## config.mk

```make
export PLATFORM = sky130hd
export DESIGN_NAME = gpio_lvl_ctrl
export DESIGN_NICKNAME = d
export VERILOG_FILES = /design/src/rtl/gpio_lvl_pkg.sv /design/src/rtl/gpio_lvl_sync.sv /design/src/rtl/gpio_lvl_padmux.sv /design/src/rtl/gpio_lvl_regs.sv /design/src/rtl/gpio_lvl_ctrl.sv
export SDC_FILE = /design/constraint.sdc
export NUM_CORES = 1
export LEC_CHECK = 0
export BUFFER_PORTS_ARGS = -buffer_cell sky130_fd_sc_hd__buf_2
export CAP_MARGIN = 20
export CELL_PAD_IN_SITES_DETAIL_PLACEMENT = 0
export CELL_PAD_IN_SITES_GLOBAL_PLACEMENT = 1
export CORE_MARGIN = 2
export CORE_UTILIZATION = 40
export CTS_CLUSTER_DIAMETER = 200
export DETAILED_ROUTE_END_ITERATION = 6
export GPL_TIMING_DRIVEN = 0
export PLACE_DENSITY = 0.8
export SLEW_MARGIN = 20
export SYNTH_ARGS = -nofsm -noshare
export SYNTH_HDL_FRONTEND = slang
export SYNTH_SLANG_ARGS = --single-unit
```

## constraint.sdc

```tcl
create_clock -name clk -period 1.9 [get_ports clk]
set_clock_uncertainty 0.1 [all_clocks]
set_input_delay 0.38 -clock clk [delete_from_list [all_inputs] [get_ports clk]]
set_output_delay 0.38 -clock clk [all_outputs]
set_load 0.02 [all_outputs]
```

## src/rtl/gpio_lvl_pkg.sv

```systemverilog
package gpio_lvl_pkg;
    localparam int GPIO_PINS   = 14;
    localparam int GPIO_DATA_W = 32;
    localparam int GPIO_ADDR_W = 3;

    // Direction each pin takes when handed to its alternate function (1 = drive)
    localparam logic [GPIO_PINS-1:0] GPIO_ALT_DIR = 14'h35F5;

    typedef enum logic [GPIO_ADDR_W-1:0] {
        IDX_FUNC = 3'd0,
        IDX_DIR  = 3'd1,
        IDX_DATA = 3'd2,
        IDX_LVL  = 3'd3,
        IDX_STAT = 3'd4,
        IDX_NMIE = 3'd5
    } reg_idx_e;
endpackage

```

## src/rtl/gpio_lvl_sync.sv

```systemverilog
module gpio_lvl_sync #(
    parameter int WIDTH  = 14,
    parameter int STAGES = 2
) (
    input  logic             clk,
    input  logic             rst_n,
    input  logic [WIDTH-1:0] async_i,
    output logic [WIDTH-1:0] sync_o
);
    logic [STAGES-1:0][WIDTH-1:0] chain_d, chain_q;

    always_comb begin
        chain_d[0] = async_i;
        for (int s = 1; s < STAGES; s++) begin
            chain_d[s] = chain_q[s-1];
        end
    end

    always_ff @(posedge clk) begin
        if (!rst_n) chain_q <= '0;
        else        chain_q <= chain_d;
    end

    assign sync_o = chain_q[STAGES-1];
endmodule

```

## src/rtl/gpio_lvl_padmux.sv

```systemverilog
module gpio_lvl_padmux #(
    parameter int                  NUM_PINS = 14,
    parameter logic [NUM_PINS-1:0] ALT_DIR  = '0
) (
    input  logic [NUM_PINS-1:0] func_i,
    input  logic [NUM_PINS-1:0] dir_i,
    input  logic [NUM_PINS-1:0] dout_i,
    input  logic [NUM_PINS-1:0] alt_out_i,
    output logic [NUM_PINS-1:0] pin_out_o,
    output logic [NUM_PINS-1:0] pin_oe_o
);
    for (genvar p = 0; p < NUM_PINS; p++) begin : g_pin
        if (ALT_DIR[p]) begin : g_alt_drive
            assign pin_oe_o[p] = func_i[p] | dir_i[p];
        end else begin : g_alt_listen
            assign pin_oe_o[p] = ~func_i[p] & dir_i[p];
        end
        assign pin_out_o[p] = func_i[p] ? alt_out_i[p] : dout_i[p];
    end
endmodule

```

## src/rtl/gpio_lvl_regs.sv

```systemverilog
module gpio_lvl_regs
    import gpio_lvl_pkg::*;
#(
    parameter int NUM_PINS = 14,
    parameter int DATA_W   = 32,
    parameter int ADDR_W   = 3
) (
    input  logic                clk,
    input  logic                rst_n,
    input  logic                bus_sel,
    input  logic                bus_wr,
    input  logic [ADDR_W-1:0]   bus_addr,
    input  logic [DATA_W-1:0]   bus_wdata,
    output logic [DATA_W-1:0]   bus_rdata,
    input  logic [NUM_PINS-1:0] pin_sync,
    output logic [NUM_PINS-1:0] func_o,
    output logic [NUM_PINS-1:0] dir_o,
    output logic [NUM_PINS-1:0] dout_o,
    output logic [NUM_PINS-1:0] lvl_o,
    output logic [NUM_PINS-1:0] stat_o,
    output logic [NUM_PINS-1:0] nmie_o,
    output logic                nmi_o
);
    typedef struct packed {
        logic [NUM_PINS-1:0] func;
        logic [NUM_PINS-1:0] dir;
        logic [NUM_PINS-1:0] dout;
        logic [NUM_PINS-1:0] lvl;
        logic [NUM_PINS-1:0] stat;
        logic [NUM_PINS-1:0] nmie;
        logic [DATA_W-1:0]   rdata;
        logic                nmi;
    } state_t;

    state_t st_d, st_q;

    logic                wr_en, rd_en;
    logic [NUM_PINS-1:0] wbits;
    logic [NUM_PINS-1:0] match;
    logic                unused_hi;

    assign wr_en     = bus_sel & bus_wr;
    assign rd_en     = bus_sel & ~bus_wr;
    assign wbits     = bus_wdata[NUM_PINS-1:0];
    assign match     = ~(pin_sync ^ st_q.lvl);
    assign unused_hi = ^bus_wdata[DATA_W-1:NUM_PINS];

    always_comb begin
        st_d = st_q;
        if (wr_en) begin
            case (reg_idx_e'(bus_addr))
                IDX_FUNC: st_d.func = wbits;
                IDX_DIR:  st_d.dir  = wbits;
                IDX_DATA: st_d.dout = wbits;
                IDX_LVL:  st_d.lvl  = wbits;
                IDX_STAT: st_d.stat = st_q.stat & ~wbits;
                IDX_NMIE: st_d.nmie = wbits;
                default:  ;
            endcase
        end
        // a live match overrides a clear in the same cycle
        st_d.stat = st_d.stat | match;
        st_d.nmi  = |(st_q.stat & st_q.nmie);
        if (rd_en) begin
            st_d.rdata = '0;
            case (reg_idx_e'(bus_addr))
                IDX_FUNC: st_d.rdata[NUM_PINS-1:0] = st_q.func;
                IDX_DIR:  st_d.rdata[NUM_PINS-1:0] = st_q.dir;
                IDX_DATA: st_d.rdata[NUM_PINS-1:0] = pin_sync;
                IDX_LVL:  st_d.rdata[NUM_PINS-1:0] = st_q.lvl;
                IDX_STAT: st_d.rdata[NUM_PINS-1:0] = st_q.stat;
                IDX_NMIE: st_d.rdata[NUM_PINS-1:0] = st_q.nmie;
                default:  ;
            endcase
        end
    end

    always_ff @(posedge clk) begin
        if (!rst_n) st_q <= '0;
        else        st_q <= st_d;
    end

    assign bus_rdata = st_q.rdata;
    assign func_o    = st_q.func;
    assign dir_o     = st_q.dir;
    assign dout_o    = st_q.dout;
    assign lvl_o     = st_q.lvl;
    assign stat_o    = st_q.stat;
    assign nmie_o    = st_q.nmie;
    assign nmi_o     = st_q.nmi;
endmodule

```

## src/rtl/gpio_lvl_ctrl.sv

```systemverilog
module gpio_lvl_ctrl
    import gpio_lvl_pkg::*;
#(
    parameter int                  NUM_PINS = GPIO_PINS,
    parameter int                  DATA_W   = GPIO_DATA_W,
    parameter int                  ADDR_W   = GPIO_ADDR_W,
    parameter int                  SYNC_LEN = 2,
    parameter logic [NUM_PINS-1:0] ALT_DIR  = GPIO_ALT_DIR
) (
    input  logic                clk,
    input  logic                rst_n,
    input  logic                bus_sel,
    input  logic                bus_wr,
    input  logic [ADDR_W-1:0]   bus_addr,
    input  logic [DATA_W-1:0]   bus_wdata,
    output logic [DATA_W-1:0]   bus_rdata,
    input  logic [NUM_PINS-1:0] pin_in,
    output logic [NUM_PINS-1:0] pin_out,
    output logic [NUM_PINS-1:0] pin_oe,
    input  logic [NUM_PINS-1:0] alt_out,
    output logic [NUM_PINS-1:0] alt_in,
    output logic                nmi_o
);
    logic [NUM_PINS-1:0] pin_sync;
    logic [NUM_PINS-1:0] func_w, dir_w, dout_w, lvl_w, stat_w, nmie_w;

    gpio_lvl_sync #(.WIDTH(NUM_PINS), .STAGES(SYNC_LEN)) u_sync (
        .clk     (clk),
        .rst_n   (rst_n),
        .async_i (pin_in),
        .sync_o  (pin_sync)
    );

    gpio_lvl_regs #(.NUM_PINS(NUM_PINS), .DATA_W(DATA_W), .ADDR_W(ADDR_W)) u_regs (
        .clk       (clk),
        .rst_n     (rst_n),
        .bus_sel   (bus_sel),
        .bus_wr    (bus_wr),
        .bus_addr  (bus_addr),
        .bus_wdata (bus_wdata),
        .bus_rdata (bus_rdata),
        .pin_sync  (pin_sync),
        .func_o    (func_w),
        .dir_o     (dir_w),
        .dout_o    (dout_w),
        .lvl_o     (lvl_w),
        .stat_o    (stat_w),
        .nmie_o    (nmie_w),
        .nmi_o     (nmi_o)
    );

    gpio_lvl_padmux #(.NUM_PINS(NUM_PINS), .ALT_DIR(ALT_DIR)) u_padmux (
        .func_i    (func_w),
        .dir_i     (dir_w),
        .dout_i    (dout_w),
        .alt_out_i (alt_out),
        .pin_out_o (pin_out),
        .pin_oe_o  (pin_oe)
    );

    assign alt_in = pin_sync;
endmodule

```

# Yosys cells after proc, flatten, opt, wreduce, memory -nomap -nowiden
# Cells that the tools add are included.
# totals
reg_bits	127
output_inout_bits	75
elab_cells	67
in_bits	67
# op_classes
reduce_logical	7
bitwise_logic	27
n_mux	18
n_eq_ne	5
# op_table
cell	n
one-hot mux 14 bit (6 select lines)	1
bitwise AND 14 bit	2
2-to-1 mux 14 bit	2
2-to-1 mux 28 bit	1
NOT 14 bit	2
2-to-1 mux 1 bit	14
bitwise OR 14 bit	1
OR reduction 14 bit	1
bitwise XOR 14 bit	1
bitwise OR 1 bit	10
AND reduction 2 bit	5
bitwise AND 1 bit	6
equality test 3 x 2 -> 1 bit, second input constant	2
equality test 3 bit, second input constant	2
NOT 1 bit	5
equality test 3 x 1 -> 1 bit, second input constant	1
zero test 3 bit	1

# Depth between registers and ports, before layout
# Gate-level depths: netlist of run 1.
# depth
ltp_word	5
ltp_mapped	7

# Hierarchy
# Synthesis of run 1 repeated with hierarchy kept, for this count alone.
# hier_totals
hier_cells	612
area_unflattened_um2	5788.1
# modules_own_cells
mod	area_per_inst_um2	n_inst	cells_per_inst
gpio_lvl_regs	4694.5	1	526
gpio_lvl_sync	785.8	1	58
gpio_lvl_padmux	307.8	1	28

# Worst setup path after synthesis of run 1
# No wires, ideal clock.
# synth_path
kind	input to register
start	input bus_addr[0]
end	register u_regs.st_q, in the netlist u_regs.bus_rdata[11]
n_path_buf	3
setup_slack_ps	249
setup_ps	129
arrival_ps	1422
t_required_ps	1671
stages	7
cell_sequence	buf_4 -> buf_4 -> buf_4 -> a21oi_1 -> a211oi_1 -> a2111oi_0 -> nor2_1
# synth_between
elab_chain_len	2
# synth_lines
item	line	rtl
start: declaration	gpio_lvl_ctrl.sv:14	input logic [ADDR_W-1:0] bus_addr,
equality test 3 bit, or another cell as far along	gpio_lvl_regs.sv:66	case (reg_idx_e'(bus_addr))
one-hot mux 14 bit (6 select lines) (*)	gpio_lvl_regs.sv:66	
end signal: assignment	gpio_lvl_regs.sv:80	else st_q <= st_d;
end: declaration	gpio_lvl_regs.sv:35	state_t st_d, st_q;
# Mark *: on every way between the ends. The rest lies on a longest branch, timed or not.
# A chain may end at the register's enable or synchronous reset.

# Worst setup path after layout of run 1
# layout_path
start	register u_regs.st_q, in the netlist u_regs.func_o[6]
end	output pin_out[6]
# layout_between
elab_chain_len	1
# layout_lines
item	line	rtl
2-to-1 mux 1 bit	gpio_lvl_padmux.sv:18	assign pin_out_o[p] = func_i[p] ? alt_out_i[p] : dout_i[p];
end: declaration	gpio_lvl_ctrl.sv:18	output logic [NUM_PINS-1:0] pin_out,
# Every way passes these cells.

==> metrics.csv, run 1 <==
stage,metric,value,unit
clocking,cts_tree,yes,
worst_setup_path,worstPathRequired,1.42,ns
timing,setup_viol,0,
yosys,ys_seq_elements,127,
place,dp_hpwl,12.9,mm
yosys,synthArstFlopShare,0,%
yosys,synth_edf_count,0,
worst_setup_path,slowest_stage,dfxtp_1,
global_routing,use_met2,39.3,%
yosys,synthTopCellsByArea,"dfxtp_1, a21boi_0, nand2_1",
timing,hold_viol,0,
worst_setup_path,cp-start-kind,register,
global_routing,grt_util_met1,28.4,%
global_routing,antenna_found_initial,0,
yosys,ys.flop_type,dfxtp_1,
timing,final.period_utilization,97.6,%
yosys,yosysTopAreaCellShare,44.6,%
timing,finalWorstSetupSlack,0.0448,ns
route,antenna_left,0,
die,io_pins,142,
worst_setup_path,cp-end-kind,output port,
min_path,hp-class,input pin to register,
global_routing,grt.busiest_layer,met2,
clocking,clk_latency,0.42,ns
global_routing,grt_max_degree,17,
clocking,postCtsSetupRepairBufs,0,
power_and_ir_drop,p_leak,2.96,nW
worst_setup_path,r2r_cells,4,
global_routing,grt_pass1_vias,4702,
place,io_buffers,103,
timing,slew_headroom,56.4,%
yosys,syn_area,5700,sq um
die,rows,43,
final_layout,diodes,0,
timing,slew_viol_final,0,
die,die-area,15200,sq um
clocking,root_buffer,clkbuf_16,
die,fp.dieW,123,um
worst_setup_path,cpPeakStageDelay,0.44,ns
route,drt_iter0_markers,305,
clocking,clock-sinks,127,
final_layout,drive_gt1_share,28.6,%
final_layout,area_delta_synth_final,26.9,%
die,initial_utilization,41.0,%
timing,hold_slack,0.0643,ns
worst_setup_path,crit-reg2reg-capture,u_regs.nmi_o,
timing,grt_setup_unrepaired,no,
route,drt_wl_total,17.0,mm
global_routing,met3_usage,5.77,%
die,fp.dieH,123,um
power_and_ir_drop,power_density,1020,nW/um^2
place,dp_slack,-0.172,ns
route,first_pass_iters,5,
outcome,status,finished clean,
yosys,yosys.area.top_type,dfxtp_1,
timing,worstMarginPinSlew,0.655,ns
timing,max_freq,539,MHz
worst_setup_path,crit_type,register to output port,
global_routing,grt_pass1_wl,25.8,mm
global_routing,grt_overflow,0,
worst_setup_path,cp.arrival,1.38,ns
worst_setup_path,startpoint,u_regs.func_o[6],
yosys,avgSynthCellArea,9.36,sq um
die,core-area,13900,sq um
min_path,whs_path_depth,2,
worst_setup_path,cp_top_family,flip-flops,
run,maxCapViolCount,0,
worst_setup_path,worstPathCellList,"mux2_2, buf_2",
clocking,cts.clk_slew.worst_paths,0.05,ns
yosys,synth_seq_area_share,44.6,%
final_layout,layout.cells.non_filler,940,
min_path,worstHoldStart,pin_in[8],
yosys,ys_warn_count,0,
yosys,synth.distinct_cells,42,
yosys,netlist_instances,609,
route,drcViolationCount,0,
worst_setup_path,cp.buffers_inverters,1,
clocking,cts_max_level,4,
clocking,cts_buffers,17,
worst_setup_path,r2r-start,u_regs.stat_o[2],
worst_setup_path,reg2reg_slack,0.35,ns
global_routing,track_usage,23.3,%
place,place.gp.congestion,0.916,
final_layout,layout.nets,815,
timing,finalCriticalPeriod,1.86,ns
route,vias,4937,
place,dpl.cell_count,909,
route,wire_per_inst,18.1,um
route,vias_per_cell,5.25,
clocking,clockBufferDepth,2,
power_and_ir_drop,vdd_ir_drop_max,0.611,mV
worst_setup_path,worst-path-max-fanout,4,
min_path,hold_path_end,u_sync.chain_d[22],
[final cells by class]
type,count,area (sq um)
fill,1334,6650
multi-input combinational,438,2880
sequential,127,2540
timing repair buffer,103,515
clock buffer,20,467
buffer,60,334
clock inverter,11,258
tap,180,225
inverter,1,3.75
[placed cells by master, fill, tap and decap left out, types with 4 or more instances in the layout]
cell type  count
or2_2         14
and2_1        28
o21a_1        15
a21oi_1        9
clkbuf_16     17
nand2_1       89
a31oi_1        4
dfxtp_1      126
a221oi_1       5
o2bb2ai_1      5
o21ai_0       42
mux2i_1       26
a22oi_1       10
buf_4         23
buf_2        115
nor2_1        12
bufinv_16      8
nor2b_1       20
xnor2_1       14
a21boi_0      64
clkbuf_1      24
mux2_2        22
mux4_2         4
conb_1        18
a21boi_1       6
[state kept, by name, summed over array words and instances (netlist names)]
signal,flops
u_regs.nmi_o,1
u_regs.dout_o,14
u_regs.bus_rdata,14
u_regs.stat_o,14
u_regs.lvl_o,14
u_sync.chain_d,14
u_regs.dir_o,14
u_regs.nmie_o,14
u_sync.sync_o,14
u_regs.func_o,14
[worst max path at each step]
stage / end / depth (start not counted) / slack [ns]
6_report: pin_out[6] / 2 / 0.04
3_5_place_dp: u_regs.stat_o[8] / 7 / -0.17
5_1_grt: pin_out[9] / 2 / 0.00003
2_1_floorplan: u_regs.bus_rdata[11] / 7 / 0.25
4_1_cts: pin_out[2] / 2 / 0.008
3_3_place_gp: u_regs.stat_o[4] / 7 / -0.13
[kinds of logic (layout without fill, tap and decap cells)]
| group | Yosys count | in the layout | synth area share, % |
|---|---|---|---|
| AO/OA/AOI/OAI | 173 | 173 | 20.9 |
| XOR/XNOR | 14 | 14 | 2.15 |
| buffers and inverters | 61 | 195 | 5.93 |
| flip-flops | 127 | 127 | 44.6 |
| multiplexers | 52 | 52 | 10.5 |
| other | 1 | 18 | 0.0658 |
| AND/OR/NAND/NOR | 181 | 181 | 15.8 |
[metrics by stage]
stage          cell area, sq um  power (mW)  util [%]  TNS [ns]
2_1_floorplan              5760        3.24         -         0
3_3_place_gp               6500        3.46      46.8     -2.80
3_5_place_dp               6500        3.47      46.8     -3.12
4_1_cts                    7230        7.46      52.1         0
5_1_grt                    7230        7.63      52.1         0
6_report                   7230        7.40      52.1         0
[Yosys cell counts, types with 2 or more instances]
cell type,number
o21a_1,15
buf_4,23
a31oi_1,4
a21oi_1,9
nand3_1,3
a2111oi_0,3
mux2i_1,26
nor2_1,12
o2bb2ai_1,5
nand2_1,89
nand2b_1,3
mux2_2,22
o21ai_0,42
or2_2,14
a21boi_0,64
a221oi_1,5
and2_1,28
a21boi_1,6
a22oi_1,10
xnor2_1,14
mux4_2,4
nor3b_1,3
o22ai_1,2
a211oi_1,3
nor3_2,2
nor2b_1,20
buf_2,12
o221a_2,2
dfxtp_1,127
clkbuf_1,24
and3_1,2
[layer usage]
metal  up-vias  wire length [um]  part of all wire [%]
met4         0               413                   2.4
met3        24               932                   5.5
li1       2359                 -                     -
met1      2396              7330                    43
met5         -                 0                     0
met2       158              8290                    49
[timing repair]
action                                  4_1_cts  5_1_grt
hold buffers                                  0        0
endpoints found under the setup margin        0        1
resized for setup                             0        1
[power by group]
part | internal (mW) | total [mW] | switching, mW
Clock | 2.82 | 3.98 | 1.17
Combinational | 0.245 | 0.606 | 0.361
Sequential | 2.75 | 2.81 | 0.0639
Note: power is estimated with default switching activity, not from simulation.
==> run 2: changes to the inputs <==
BUFFER_PORTS_ARGS = -buffer_cell sky130_fd_sc_hd__clkbuf_2   (was -buffer_cell sky130_fd_sc_hd__buf_2)
SLEW_MARGIN = not set   (was 20)
==> metrics.csv, run 2 (synthesized netlist as in run 1, its figures left out) <==
stage,metric,value,unit
final_layout,layout.cells.non_filler,940,
timing,max_freq,539,MHz
power_and_ir_drop,swShare,22.2,%
global_routing,track_usage,22.9,%
power_and_ir_drop,vdd_ir_drop_max,0.604,mV
worst_setup_path,worstPathRequired,1.42,ns
global_routing,antenna_found_initial,0,
timing,finalWorstSetupSlack,0.0457,ns
power_and_ir_drop,clkPwrFrac,52.3,%
die,core-area,13900,sq um
route,first_pass_iters,5,
final_layout,fillerInstances,1331,
worst_setup_path,crit_type,register to output port,
route,wire_per_inst,17.9,um
timing,hold_viol,0,
worst_setup_path,worst-path-max-fanout,4,
timing,finalCriticalPeriod,1.85,ns
outcome,status,finished clean,
clocking,cts_buffers,17,
place,dpl.cell_count,909,
clocking,root_buffer,clkbuf_16,
timing,final.period_utilization,97.6,%
worst_setup_path,crit-reg2reg-capture,u_regs.nmi_o,
place,io_buffers,103,
place,dp_hpwl,12.8,mm
die,fp.dieH,123,um
final_layout,drive_gt1_share,28.6,%
worst_setup_path,cp-end-kind,output port,
clocking,clock-sinks,127,
power_and_ir_drop,p_seq_share,39.2,%
timing,slew_viol_final,0,
timing,worstMarginPinSlew,0.647,ns
final_layout,layout.nets,815,
place,place.gp.congestion,0.899,
route,drt_iter0_markers,349,
final_layout,postLayoutCoreUtil,51.8,%
route,drt_wl_total,16.8,mm
route,drcViolationCount,0,
power_and_ir_drop,p_leak,2.91,nW
global_routing,grt_pass1_vias,4728,
clocking,clk_latency,0.42,ns
die,die-area,15200,sq um
min_path,worstHoldStart,pin_in[3],
worst_setup_path,reg2reg_slack,0.33,ns
timing,slew_headroom,56.6,%
die,initial_utilization,41.0,%
route,vias,4925,
min_path,hp-class,input pin to register,
global_routing,grt_overflow,0,
clocking,cts_tree,yes,
power_and_ir_drop,power.total,7.18,mW
run,maxCapViolCount,0,
worst_setup_path,r2r-start,u_regs.stat_o[2],
clocking,cts.clk_slew.worst_paths,0.06,ns
power_and_ir_drop,power_switching,1.59,mW
power_and_ir_drop,pwr-share-comb,8.4,%
global_routing,grt_pass1_wl,25.6,mm
clocking,postCtsSetupRepairBufs,0,
die,rows,43,
clocking,clockBufferDepth,2,
final_layout,mostFrequentLayoutCells,"dfxtp_1, clkbuf_2, nand2_1",
worst_setup_path,cp-start-kind,register,
timing,grt_setup_unrepaired,no,
worst_setup_path,cp.arrival,1.37,ns
die,io_pins,142,
die,fp.dieW,123,um
route,antenna_left,0,
timing,setup_viol,0,
final_layout,final_common_cell,dfxtp_1,
min_path,whs_path_depth,2,
global_routing,grt_max_degree,17,
clocking,cts_max_level,4,
worst_setup_path,r2r_cells,4,
place,dp_slack,-0.181,ns
power_and_ir_drop,power_density,998,nW/um^2
final_layout,diodes,0,
power_and_ir_drop,intPower,5.58,mW
final_layout,area_delta_synth_final,26.2,%
route,vias_per_cell,5.24,
min_path,hold_path_end,u_sync.chain_d[17],
==> run 2: power groups by stage <==
stage          clock (mW)  sequential, mW  combinational [mW]
6_report             3.76            2.81               0.605
5_1_grt              3.90            2.82               0.660
4_1_cts              3.79            2.81               0.603
3_5_place_dp            0            2.87               0.600
3_3_place_gp            0            2.87               0.592
2_1_floorplan           0            2.88               0.353
==> run 2: worst max path at each step <==
stage	start	endpoint	slack, ns	depth (start not counted)
2_1_floorplan	bus_addr[0]	u_regs.bus_rdata[11]	0.25	7
3_3_place_gp	bus_addr[2]	u_regs.stat_o[8]	-0.15	7
3_5_place_dp	bus_addr[2]	u_regs.stat_o[10]	-0.18	7
4_1_cts	u_regs.func_o[2]	pin_out[2]	0.007	2
5_1_grt	u_regs.func_o[10]	pin_out[10]	0.02	2
6_report	u_regs.func_o[6]	pin_out[6]	0.05	2
==> run 2: critical path, cell delays in order (launching register included) <==
cell	delay, ns
dfxtp_1	0.44
mux2_2	0.36
clkbuf_2	0.15
==> run 2: final cells by class <==
class | instances | area [sq um] | share of cell area, %
plain buffers | 60 | 334 | 4.65
clock buffers | 21 | 480 | 6.68
clock inverters | 10 | 206 | 2.87
inverters | 1 | 3.75 | 0.0522
multi-input cells | 438 | 2880 | 40.1
flip-flops and latches | 127 | 2540 | 35.4
well taps | 180 | 225 | 3.13
repair buffers | 103 | 515 | 7.17
==> run 2: metal layers <==
metal | up-vias | track usage [%] | wire length, um
met5 | - | 0 | 0
met4 | 0 | 7.17 | 234
met3 | 19 | 5.21 | 851
met2 | 151 | 39.5 | 8410
met1 | 2392 | 28.3 | 7290
li1 | 2363 | - | -
==> run 2: stage by stage <==
step                      setup TNS [ns]  instance area [sq um]  hold slack, ns
after CTS                              0                   7190          0.0541
final                                  0                   7190          0.0647
after detailed placement           -3.64                   6500           0.318
after global routing                   0                   7190          0.0551
after global placement             -2.94                   6500           0.314
after floorplan                        0                   5760           0.312
==> run 2: what timing repair did <==
action | 4_1_cts | 5_1_grt
hold buffers | 0 | 0
setup endpoints to repair | 0 | 1
resized for setup | 0 | 1
==> run 3: changes to the inputs <==
PLACE_DENSITY = not set   (was 0.8)
PLACE_DENSITY_LB_ADDON = 0.12   (was not set)
==> metrics.csv, run 3 (synthesized netlist as in run 1, its figures left out) <==
stage,metric,value,unit
worst_setup_path,crit_path_end,pin_out[6],
place,place_area,6500,sq um
die,die-area,15200,sq um
route,antenna_left,0,
die,fp.dieH,123,um
worst_setup_path,worst-path-max-fanout,4,
final_layout,final_common_cell,dfxtp_1,
worst_setup_path,r2r-start,u_regs.stat_o[2],
final_layout,design_area,7060,sq um
clocking,cts_max_level,4,
route,wire_per_inst,18.1,um
timing,max_freq,543,MHz
route,drt_wl_total,17.0,mm
worst_setup_path,cp-start-kind,register,
power_and_ir_drop,power.total,6.48,mW
timing,grt_setup_unrepaired,no,
timing,worstMarginPinSlew,0.650,ns
run,maxCapViolCount,0,
die,io_pins,142,
worst_setup_path,crit-reg2reg-capture,u_regs.nmi_o,
clocking,postCtsSetupRepairBufs,0,
timing,slew_headroom,56.7,%
worst_setup_path,cp-end-kind,output port,
place,io_buffers,103,
timing,finalCriticalPeriod,1.84,ns
timing,setup_viol,0,
die,fp.dieW,123,um
min_path,hp-class,input pin to register,
worst_setup_path,r2r_cells,4,
route,vias_per_cell,5.22,
timing,final.period_utilization,97.0,%
final_layout,area_delta_synth_final,23.9,%
power_and_ir_drop,power_density,918,nW/um^2
route,drt_iter0_markers,378,
worst_setup_path,cp.arrival,1.36,ns
global_routing,grt_max_degree,17,
timing,slew_viol_final,0,
clocking,cts_tree,yes,
clocking,postCtsHoldBufs,0,
route,first_pass_iters,5,
global_routing,grt_overflow,0,
final_layout,drive_gt1_share,28.3,%
die,initial_utilization,41.0,%
worst_setup_path,crit_type,register to output port,
final_layout,mostFrequentLayoutCells,"dfxtp_1, clkbuf_2, nand2_1",
clocking,clock-sinks,127,
worst_setup_path,worstPathRequired,1.42,ns
clocking,clk_latency,0.41,ns
clocking,cts.clk_slew.worst_paths,0.05,ns
power_and_ir_drop,vdd_ir_drop_max,0.725,mV
timing,hold_viol,0,
final_layout,layout.nets,815,
route,vias,4906,
die,rows,43,
power_and_ir_drop,p_leak,2.86,nW
route,drcViolationCount,0,
worst_setup_path,startpoint,u_regs.func_o[6],
die,core-area,13900,sq um
global_routing,track_usage,23.5,%
global_routing,antenna_found_initial,0,
min_path,whs_path_depth,2,
global_routing,grt_pass1_vias,4768,
timing,setup_tns,0,ns
clocking,clockBufferDepth,2,
clocking,root_buffer,clkbuf_16,
place,dp_hpwl,13.1,mm
final_layout,diodes,0,
global_routing,grt_pass1_wl,26.1,mm
worst_setup_path,reg2reg_slack,0.31,ns
place,place.gp.congestion,0.864,
clocking,cts_buffers,17,
clocking,cts_resized,0,
outcome,status,finished clean,
-- run 3: area by class of cell --
class	count	area, sq um
Clock inverter	7	60.1
Buffer	60	334
Clock buffer	23	498
Fill cell	1391	6820
Timing Repair Buffer	103	515
Inverter	1	3.75
Sequential cell	127	2540
Tap cell	180	225
Multi-Input combinational cell	438	2880
-- run 3: stage by stage --
step           cells  worst slack (ns)  hold WS (ns)  utilization [%]
6_report         939            0.0575        0.0717             50.9
5_1_grt          939            0.0240        0.0609             50.9
4_1_cts          939            0.0207        0.0584             50.9
3_5_place_dp     909            -0.133         0.319             46.8
3_3_place_gp     909            -0.176         0.314             46.8
2_1_floorplan    626             0.249         0.312                -
-- run 3: worst max-delay path, cell delays in order, from the launching register on --
cell and delay [ns]:
dfxtp_1 0.44, mux2_2 0.36, clkbuf_2 0.15
-- run 3: worst min-delay path by stage --
stage,to,start,slack [ns]
after floorplan,u_sync.sync_o[0],u_sync.chain_d[14],0.31
after global placement,u_sync.sync_o[6],u_sync.chain_d[20],0.31
after detailed placement,u_sync.sync_o[6],u_sync.chain_d[20],0.32
after CTS,u_sync.chain_d[25],pin_in[11],0.06
after global routing,u_sync.chain_d[25],pin_in[11],0.06
final,u_sync.chain_d[25],pin_in[11],0.07
-- run 3: power breakdown --
part / total (mW) / switching [mW] / internal (mW)
sequential: 2.82 / 0.0644 / 2.75
combinational: 0.606 / 0.362 / 0.244
clock: 3.06 / 1.12 / 1.94
total: 6.48 / 1.55 / 4.94
-- run 3: metal layers --
metal,vias to the layer above,wire (um),track usage [%]
li1,2354,-,-
met1,2386,7430,29.8
met2,146,8390,39.3
met3,20,864,5.21
met4,0,342,8.24
met5,-,0,0
